<file path="src/rtl/ictx_pkg.sv">
package ictx_pkg;
  localparam int LVL_N = 2;
  localparam int LVL_W = (LVL_N > 1) ? $clog2(LVL_N) : 1;
  localparam int EV_N  = 6;
  localparam int CODE_W = 3;

  typedef enum logic [CODE_W-1:0] {
    EXC_NONE  = 3'd0,
    EXC_SP    = 3'd1,
    EXC_ACC   = 3'd2,
    EXC_PSW   = 3'd3,
    EXC_STACK = 3'd4,
    EXC_ILLOP = 3'd5,
    EXC_MOVAA = 3'd6
  } excCode_e;

  typedef struct packed {
    logic [LVL_N-1:0] capEn;
    logic             chkValid;
    logic [LVL_W-1:0] chkLevel;
  } ictxStrobes_t;
endpackage

</file>
<file path="src/rtl/ictx_datapath.sv">
module ictx_datapath
  import ictx_pkg::*;
#(
  parameter int DW = 8,
  parameter logic [DW-1:0] PSW_USER_MASK = 8'h22,
  parameter logic [DW-1:0] ILL_OP = 8'hA5,
  parameter logic [DW-1:0] MOV_DIR_OP = 8'hE5,
  parameter logic [DW-1:0] ACC_ADDR = 8'hE0
) (
  input  logic              clk,
  input  logic              rstN,
  input  ictxStrobes_t      stb,
  input  logic [EV_N-1:0]   enMask,
  input  logic              upperPresent,
  input  logic [DW-1:0]     obsSp,
  input  logic [DW-1:0]     obsAcc,
  input  logic [DW-1:0]     obsPsw,
  input  logic              stackOp,
  input  logic              stackPush,
  input  logic [DW-1:0]     spBefore,
  input  logic [DW-1:0]     spAfter,
  input  logic              fetchValid,
  input  logic [DW-1:0]     fetchOp,
  input  logic [DW-1:0]     fetchArg,
  output logic [EV_N-1:0]   evVec
);
  logic [DW-1:0] slotSp  [LVL_N];
  logic [DW-1:0] slotAcc [LVL_N];
  logic [DW-1:0] slotPsw [LVL_N];

  for (genvar g = 0; g < LVL_N; g++) begin : gSlot
    always_ff @(posedge clk) begin
      if (!rstN) begin
        slotSp[g]  <= '0;
        slotAcc[g] <= '0;
        slotPsw[g] <= '0;
      end else if (stb.capEn[g]) begin
        slotSp[g]  <= obsSp;
        slotAcc[g] <= obsAcc;
        slotPsw[g] <= obsPsw & ~PSW_USER_MASK;
      end
    end
  end

  logic wrapHit, upperHit;
  always_comb begin
    wrapHit  = stackOp && (stackPush ? (spAfter < spBefore) : (spAfter > spBefore));
    upperHit = stackOp && stackPush && spAfter[DW-1] && !upperPresent;
    evVec[0] = enMask[0] && stb.chkValid && (obsSp  != slotSp[stb.chkLevel]);
    evVec[1] = enMask[1] && stb.chkValid && (obsAcc != slotAcc[stb.chkLevel]);
    evVec[2] = enMask[2] && stb.chkValid &&
               ((obsPsw & ~PSW_USER_MASK) != slotPsw[stb.chkLevel]);
    evVec[3] = enMask[3] && (wrapHit || upperHit);
    evVec[4] = enMask[4] && fetchValid && (fetchOp == ILL_OP);
    evVec[5] = enMask[5] && fetchValid && (fetchOp == MOV_DIR_OP) && (fetchArg == ACC_ADDR);
  end
endmodule

</file>
<file path="src/rtl/ictx_control.sv">
module ictx_control
  import ictx_pkg::*;
(
  input  logic              clk,
  input  logic              rstN,
  input  logic              irqTake,
  input  logic [LVL_W-1:0]  irqLevel,
  input  logic              retiExec,
  input  logic              clearCode,
  input  logic [EV_N-1:0]   evVec,
  output ictxStrobes_t      stb,
  output logic [CODE_W-1:0] excCode,
  output logic              haltReq
);
  logic [LVL_N-1:0] activeQ, activeD;
  logic [CODE_W-1:0] codeQ, pick;
  logic hasAct;
  logic [LVL_W-1:0] topLvl;

  always_comb begin
    hasAct = 1'b0;
    topLvl = '0;
    for (int i = 0; i < LVL_N; i++) begin
      if (activeQ[i]) begin
        hasAct = 1'b1;
        topLvl = LVL_W'(i);
      end
    end
    stb.chkValid = retiExec && hasAct;
    stb.chkLevel = topLvl;
    for (int i = 0; i < LVL_N; i++) begin
      stb.capEn[i] = irqTake && (irqLevel == LVL_W'(i));
    end
    activeD = activeQ;
    if (stb.chkValid) activeD[topLvl] = 1'b0;
    activeD = activeD | stb.capEn;
  end

  always_comb begin
    pick = EXC_NONE;
    for (int i = EV_N - 1; i >= 0; i--) begin
      if (evVec[i]) pick = CODE_W'(i + 1);
    end
  end

  always_ff @(posedge clk) begin
    if (!rstN) begin
      activeQ <= '0;
      codeQ   <= EXC_NONE;
    end else begin
      activeQ <= activeD;
      if (clearCode || codeQ == EXC_NONE) codeQ <= pick;
    end
  end

  assign excCode = codeQ;
  assign haltReq = |codeQ;
endmodule

</file>
<file path="src/rtl/ictx_guard.sv">
module ictx_guard
  import ictx_pkg::*;
#(
  parameter int DW = 8,
  parameter logic [DW-1:0] PSW_USER_MASK = 8'h22,
  parameter logic [DW-1:0] ILL_OP = 8'hA5,
  parameter logic [DW-1:0] MOV_DIR_OP = 8'hE5,
  parameter logic [DW-1:0] ACC_ADDR = 8'hE0
) (
  input  logic              clk,
  input  logic              rstN,
  input  logic [EV_N-1:0]   enMask,
  input  logic              upperPresent,
  input  logic              irqTake,
  input  logic [LVL_W-1:0]  irqLevel,
  input  logic              retiExec,
  input  logic [DW-1:0]     obsSp,
  input  logic [DW-1:0]     obsAcc,
  input  logic [DW-1:0]     obsPsw,
  input  logic              stackOp,
  input  logic              stackPush,
  input  logic [DW-1:0]     spBefore,
  input  logic [DW-1:0]     spAfter,
  input  logic              fetchValid,
  input  logic [DW-1:0]     fetchOp,
  input  logic [DW-1:0]     fetchArg,
  input  logic              clearCode,
  output logic [CODE_W-1:0] excCode,
  output logic              haltReq
);
  ictxStrobes_t stb;
  logic [EV_N-1:0] evVec;

  ictx_control u_ctrl (
    .clk(clk), .rstN(rstN), .irqTake(irqTake), .irqLevel(irqLevel),
    .retiExec(retiExec), .clearCode(clearCode), .evVec(evVec),
    .stb(stb), .excCode(excCode), .haltReq(haltReq)
  );

  ictx_datapath #(
    .DW(DW), .PSW_USER_MASK(PSW_USER_MASK), .ILL_OP(ILL_OP),
    .MOV_DIR_OP(MOV_DIR_OP), .ACC_ADDR(ACC_ADDR)
  ) u_dp (
    .clk(clk), .rstN(rstN), .stb(stb), .enMask(enMask),
    .upperPresent(upperPresent), .obsSp(obsSp), .obsAcc(obsAcc),
    .obsPsw(obsPsw), .stackOp(stackOp), .stackPush(stackPush),
    .spBefore(spBefore), .spAfter(spAfter), .fetchValid(fetchValid),
    .fetchOp(fetchOp), .fetchArg(fetchArg), .evVec(evVec)
  );
endmodule

</file>
<file path="config.mk">
export PLATFORM = sky130hd
export DESIGN_NAME = ictx_guard
export DESIGN_NICKNAME = d
export VERILOG_FILES = /design/src/rtl/ictx_pkg.sv /design/src/rtl/ictx_datapath.sv /design/src/rtl/ictx_control.sv /design/src/rtl/ictx_guard.sv
export SDC_FILE = /design/constraint.sdc
export NUM_CORES = 1
export LEC_CHECK = 0
export ABC_AREA = 0
export ABC_CLOCK_PERIOD_IN_PS = 2700
export BUFFER_PORTS_ARGS = -buffer_cell sky130_fd_sc_hd__clkbuf_2
export CORE_MARGIN = 2
export CORE_UTILIZATION = 52
export CTS_CLUSTER_DIAMETER = 60
export DETAILED_ROUTE_END_ITERATION = 12
export HOLD_SLACK_MARGIN = 0.1
export PLACE_DENSITY = 0.89
export SLEW_MARGIN = 20
export SYNTH_ARGS = -nofsm -noshare
export SYNTH_HDL_FRONTEND = slang
export SYNTH_SLANG_ARGS = --single-unit
</file>
<file path="constraint.sdc">
create_clock -name clk -period 2.7 [get_ports clk]
set_input_delay 0 -clock clk [delete_from_list [all_inputs] [get_ports clk]]
set_output_delay 0 -clock clk [all_outputs]
set_load 0.03 [all_outputs]
</file>
==> metrics.cfg, run 1 <==
[timing]
max_freq_mhz=402
worst-slew-pin-transition_ns=1.00
period_share_pct=92.1
setup_viol=0
final_max_slew_viol_count=0
fin_tns_setup_ns=0
slew_headroom_pct=32.9
grt_setup_unrepaired=false
post_route_minimum_period_ns=2.49
hold_viol_final=0
finalClockSkew_ns=0.0122

[clock_tree]
clkSlewWorstSetupHoldPaths_ns=0.10
cts_tree=done
clk_latency_ns=0.31
postCtsSetupBuffers=0
ctsHtreeMaxLevel=2
cts_sinks=49
clock_path_buffers=2
clock_buffer_count_from_cts=5
cts-root-buf=clkbuf_8

[placement]
io_buffer_count=73
dp.cells=366
globalplace.congestion=0.747
dp_hpwl_mm=3.90

[grt]
gr-total-overflow=0
total_track_usage_pct=20.7
grt_start_max_net_pins=24
initial_antenna_violation_count=0
global_route_track_usage_on_met2_pct=39.5
grtUsageMet3_pct=4.63
grt.busiest_layer=met2
grt_first_pass_wirelength_mm=8.74
first_global_vias=2011
grtUsageMet1_pct=23.0

[finish]
layout.cells.most_common=clkbuf_2
number_of_inserted_diodes=0
finalNonFillerCells=402
final.fill_count=374
num-nets-final=411
final_layout_size_suffix_gt1_share_pct=26.5
areaGrowthSynthToFinish_pct=30.2
commonest_non_fill_non_tap_cells_in_the_layout=clkbuf_2, and2_1, edfxtp_1

[floorplanning]
die_h_um=75.8
top_level_ports=76
initial_utilization_pct=53.1
std_cell_rows=26
die_w_um=75.8
die_area_um2=5740
fp.coreArea_um2=5040

[detailed_routing]
post_drt_via_cell_ratio=5.05
route.final.wire_length_mm=5.63
ant_nets=0
vias=2031
detailed_route_iter0_violations=81
drtPass1Iterations=4
wl_per_cell_um=14.0
drc=0

[synth]
postSynthCellCount=227
synth_nets=307
synth_warnings=0
dominantRegCellSynth=edfxtp_1
netlist-cell-type-count=38
ys_seq_area_share_pct=53.1
postSynthRegisterBits=49
edff_count_synth=44
synth.avg_cell_area_um2=11.8
syn_area_um2=2680
async_flop_share_pct=0

[power_and_ir_drop]
netSwitchingPower_mw=0.439
leakage_nw=1.46
max-vdd-ir-drop_mv=0.419
p_clk_share_pct=27.1
pwr-share-seq_pct=53.8
power.share.combinational_pct=19.0
cellInternalPower_mw=1.24
power-per-cell-area_nw_per_um2=483
power.share.switching_pct=26.1

[worst_setup_path]
worst_setup_path_start_kind=flop
regToRegStartpoint=u_ctrl.activeQ[1]$_SDFF_PN0_
worst_ep_arrival_time_ns=2.75
critical_path_required_ns=2.96
cp_cell_sequence=buf_6 -> mux2i_1 -> xnor2_1 -> nor4_1 -> a21oi_1 -> nor2_1 -> nand3_1 -> o22ai_1 -> dlygate4sd3_1
timing.critical_path.to=u_ctrl.excCode[2]$_SDFFE_PN0P_
timing.reg2reg.worst_path_depth=9
timing.rr.end=u_ctrl.excCode[2]$_SDFFE_PN0P_
path_class=flop to flop
crit_path_max_fanout=17
critical_path.max_stage_delay_ns=0.56
worst_setup_path_startpoint=u_ctrl.activeQ[1]$_SDFF_PN0_
critical_path.slowest_cell=dlygate4sd3_1
critPathCaptureType=flop
r2r_setup_slack_ns=0.21

[job]
timing.max_cap.violations=0

[status]
outcome=complete, no violations

[worst_hold_path]
min-delay-path-class=primary input to flop

synth_stat cells, types with 2 or more instances:
| library cell | n | area [um2] |
|---|---|---|
| and2_1 | 44 | 275 |
| edfxtp_1 | 44 | 1320 |
| mux2i_1 | 22 | 220 |
| xnor2_1 | 20 | 175 |
| inv_1 | 12 | 45.0 |
| nand2_1 | 12 | 45.0 |
| ha_1 | 8 | 100 |
| nor2_1 | 7 | 26.3 |
| a21oi_1 | 6 | 30.0 |
| dfxtp_1 | 5 | 100 |
| nor4_1 | 5 | 31.3 |
| clkbuf_1 | 4 | 15.0 |
| nand4_1 | 4 | 25.0 |
| o21ai_0 | 3 | 15.0 |
| o22ai_1 | 3 | 18.8 |
| and3_1 | 2 | 12.5 |
| nand2b_1 | 2 | 12.5 |
| nor2b_1 | 2 | 12.5 |
| nor3_1 | 2 | 10.0 |
| xor2_1 | 2 | 17.5 |
stage by stage:
stage                     setup WS, ns  area, um2  util [%]  hold slack (ns)  power (mW)
after floorplan                  0.644       2680         -           0.0943        1.10
after global placement           0.798       3110      61.6            0.236        1.19
after detailed placement         0.719       3110      61.6            0.250        1.21
after CTS                        0.199       3480      69.1            0.100        1.68
after global routing            0.0145       3490      69.2            0.131        1.75
final                            0.212       3490      69.2           0.0915        1.68
power by group through the flow:
stage	Sequential [mW]	Clock, mW	Combinational [mW]
2_1_floorplan	0.925	0	0.177
3_3_place_gp	0.920	0	0.272
3_5_place_dp	0.924	0	0.285
4_1_cts	0.907	0.459	0.319
5_1_grt	0.912	0.491	0.352
6_report	0.906	0.457	0.320
metal layers:
| metal | part of all wire, % | up-vias |
|---|---|---|
| li1 | - | 1012 |
| met1 | 40 | 954 |
| met2 | 54 | 59 |
| met3 | 4.4 | 6 |
| met4 | 0.96 | 0 |
| met5 | 0 | - |
worst min path at each step:
stage,to,slack (ns),startpoint,cells after the start
floorplan,u_ctrl.excCode[1]$_SDFFE_PN0P_,0.09,clearCode,1
global placement,u_ctrl.excCode[2]$_SDFFE_PN0P_,0.24,clearCode,2
detailed placement,u_ctrl.excCode[2]$_SDFFE_PN0P_,0.25,clearCode,2
CTS,u_ctrl.excCode[0]$_SDFFE_PN0P_,0.10,enMask[4],4
global route,u_ctrl.excCode[0]$_SDFFE_PN0P_,0.13,enMask[4],4
finish,u_ctrl.excCode[0]$_SDFFE_PN0P_,0.09,enMask[4],4
repair_timing:
item	in CTS	in global routing
hold buffers	28	0
endpoints found under the setup margin	0	1
endpoints found under the hold margin	49	0
gates resized for setup	0	1
critical path: cells and delay by family (launching register included):
family,cells,cell delay (ns)
flops,1,0.35
buf+inv,2,0.78
mux,1,0.24
simple gates,3,0.62
xor+xnor,1,0.10
compound gates,2,0.34
kinds of logic after synthesis:
kind of cell,synth area share (%)
buffers and inverters,3.88
and+or+nand+nor,17.7
DFF,53.1
adders and majority gates,3.74
AOI/OAI and AO/OA,6.17
xor gates and xnor gates,7.20
muxes,8.22
state kept, by name, indices dropped and copies added (netlist names):
signal,count
u_dp.slotSp,16
u_ctrl.activeQ,2
u_ctrl.excCode,3
u_dp.slotPsw,12
u_dp.slotAcc,16
layout make-up:
| cell class | count | area (um2) | area share, % |
|---|---|---|---|
| inverters | 12 | 45.0 | 1.29 |
| clock buffers | 5 | 68.8 | 1.97 |
| well taps | 70 | 87.6 | 2.51 |
| flip-flops and latches | 49 | 1420 | 40.8 |
| clock inverters | 3 | 28.8 | 0.825 |
| repair buffers | 105 | 679 | 19.5 |
| multi-input cells | 158 | 1160 | 33.2 |
(Power assumes the default switching activity.)
==> run 2, diff against run 1 <==
Settings changed: PLACE_DENSITY 0.89 to 0.92.
==> metrics.cfg, run 2 (synthesis gave the netlist of run 1 again) <==
[status]
outcome=complete, no violations

[worst_setup_path]
worst_ep_arrival_time_ns=2.77
path_class=flop to flop
worst_setup_path_start_kind=flop
critPathCaptureType=flop
crit_path_max_fanout=15
critical_path_required_ns=2.95

[clock_tree]
clk_latency_ns=0.31
cts_tree=done
cts_resized=0
clock_path_buffers=2
cts_sinks=49
ctsHtreeMaxLevel=2
clkSlewWorstSetupHoldPaths_ns=0.09
clock_buffer_count_from_cts=5
postCtsHoldBufs=28
postCtsSetupBuffers=0
cts-root-buf=clkbuf_8

[finish]
biggestRegsByFlops=u_dp.slotAcc: 16 flops, u_dp.slotSp: 16 flops, u_dp.slotPsw: 12 flops
final_layout_size_suffix_gt1_share_pct=26.5
layout.cells.most_common=clkbuf_2
commonest_non_fill_non_tap_cells_in_the_layout=clkbuf_2, and2_1, edfxtp_1
areaGrowthSynthToFinish_pct=30.7
final.fill_count=365
multi_input_comb_area_um2=1160
number_of_inserted_diodes=0
num-nets-final=411
utilization_pct=69.4
regArea_um2=1420
finalNonFillerCells=402

[detailed_routing]
drtPass1Iterations=4
vias=2017
ant_nets=0
post_drt_via_cell_ratio=5.02
detailed_route_iter0_violations=68
wl_per_cell_um=14.8
route.final.wire_length_mm=5.93
drc=0

[placement]
globalplace.congestion=0.751
io_buffer_count=73
placement.setup.worst_slack_ns=0.730
dp.cells=366
dp_hpwl_mm=4.04

[timing]
period_share_pct=93.1
hold_viol_final=0
setup_viol=0
finalClockSkew_ns=0.0106
final_worst_path_setup_slack_ns=0.187
grt_setup_unrepaired=false
max_freq_mhz=398
fin_tns_setup_ns=0
worst-slew-pin-transition_ns=1.01
final_max_slew_viol_count=0
post_route_minimum_period_ns=2.51
slew_headroom_pct=32.4

[power_and_ir_drop]
power-per-cell-area_nw_per_um2=504
max-vdd-ir-drop_mv=0.396
leakage_nw=1.46

[grt]
first_global_vias=2116
total_track_usage_pct=22.0
grt_first_pass_wirelength_mm=9.29
gr-total-overflow=0
initial_antenna_violation_count=0
grt_start_max_net_pins=24

[floorplanning]
top_level_ports=76
die_w_um=75.8
die_area_um2=5740
std_cell_rows=26
initial_utilization_pct=53.1
fp.coreArea_um2=5040
die_h_um=75.8

[job]
timing.max_cap.violations=0

[worst_hold_path]
min-delay-path-class=primary input to flop

==> run 2: cell types whose count changed in the layout (fill, tap and decap cells not counted) <==
cell,before,now
clkinvlp_4,0,1
buf_6,1,0
bufinv_16,0,1
inv_6,1,0
inv_8,1,0
buf_4,3,4
==> run 2: routing by layer <==
layer | vias up | global-route usage (%) | wire length [um]
met2 | 49 | 42.5 | 3270
met4 | 0 | 6.04 | 78
met1 | 946 | 24.4 | 2380
met3 | 8 | 3.84 | 209
met5 | - | 0 | 0
li1 | 1014 | - | -
==> run 2: worst max-delay path, cell delays in order, from the launching register on <==
cell and delay [ns]:
dfxtp_1 0.34, buf_4 0.26, mux2i_1 0.28, xnor2_1 0.09
nor4_1 0.38, a21oi_1 0.17, nor2_1 0.15, nand3_1 0.09
o22ai_1 0.15, dlygate4sd3_1 0.56
==> run 2: worst paths after layout <==
kind	start	to	slack (ns)	cells after the start
setup / recovery	u_ctrl.activeQ[1]$_SDFF_PN0_	u_ctrl.excCode[2]$_SDFFE_PN0P_	0.19	9
setup reg to reg	u_ctrl.activeQ[1]$_SDFF_PN0_	u_ctrl.excCode[2]$_SDFFE_PN0P_	0.19	9
hold reg to reg	u_ctrl.activeQ[0]$_SDFF_PN0_	u_ctrl.activeQ[0]$_SDFF_PN0_	0.50	1
hold / removal	enMask[0]	u_ctrl.excCode[0]$_SDFFE_PN0P_	0.11	3
==> run 2: final cells by class <==
type / count / share of cell area (%)
sequential: 49 / 40.6
multi-input combinational: 158 / 33.0
timing repair buffer: 105 / 19.3
tap: 70 / 2.50
clock buffer: 5 / 1.97
clock inverter: 3 / 1.32
inverter: 12 / 1.29
==> run 2: through the flow <==
stage	power [mW]	cell area (um2)	hold slack (ns)
floorplan	1.10	2680	0.0943
global placement	1.19	3110	0.233
detailed placement	1.21	3110	0.248
CTS	1.76	3500	0.106
global route	1.83	3500	0.134
finish	1.76	3500	0.108
==> run 2: where the power goes <==
part	internal [mW]	leakage, nW	switching [mW]
registers	0.889	0.488	0.0185
logic	0.161	0.917	0.161
clock network	0.278	0.0543	0.257
total	1.33	1.46	0.436
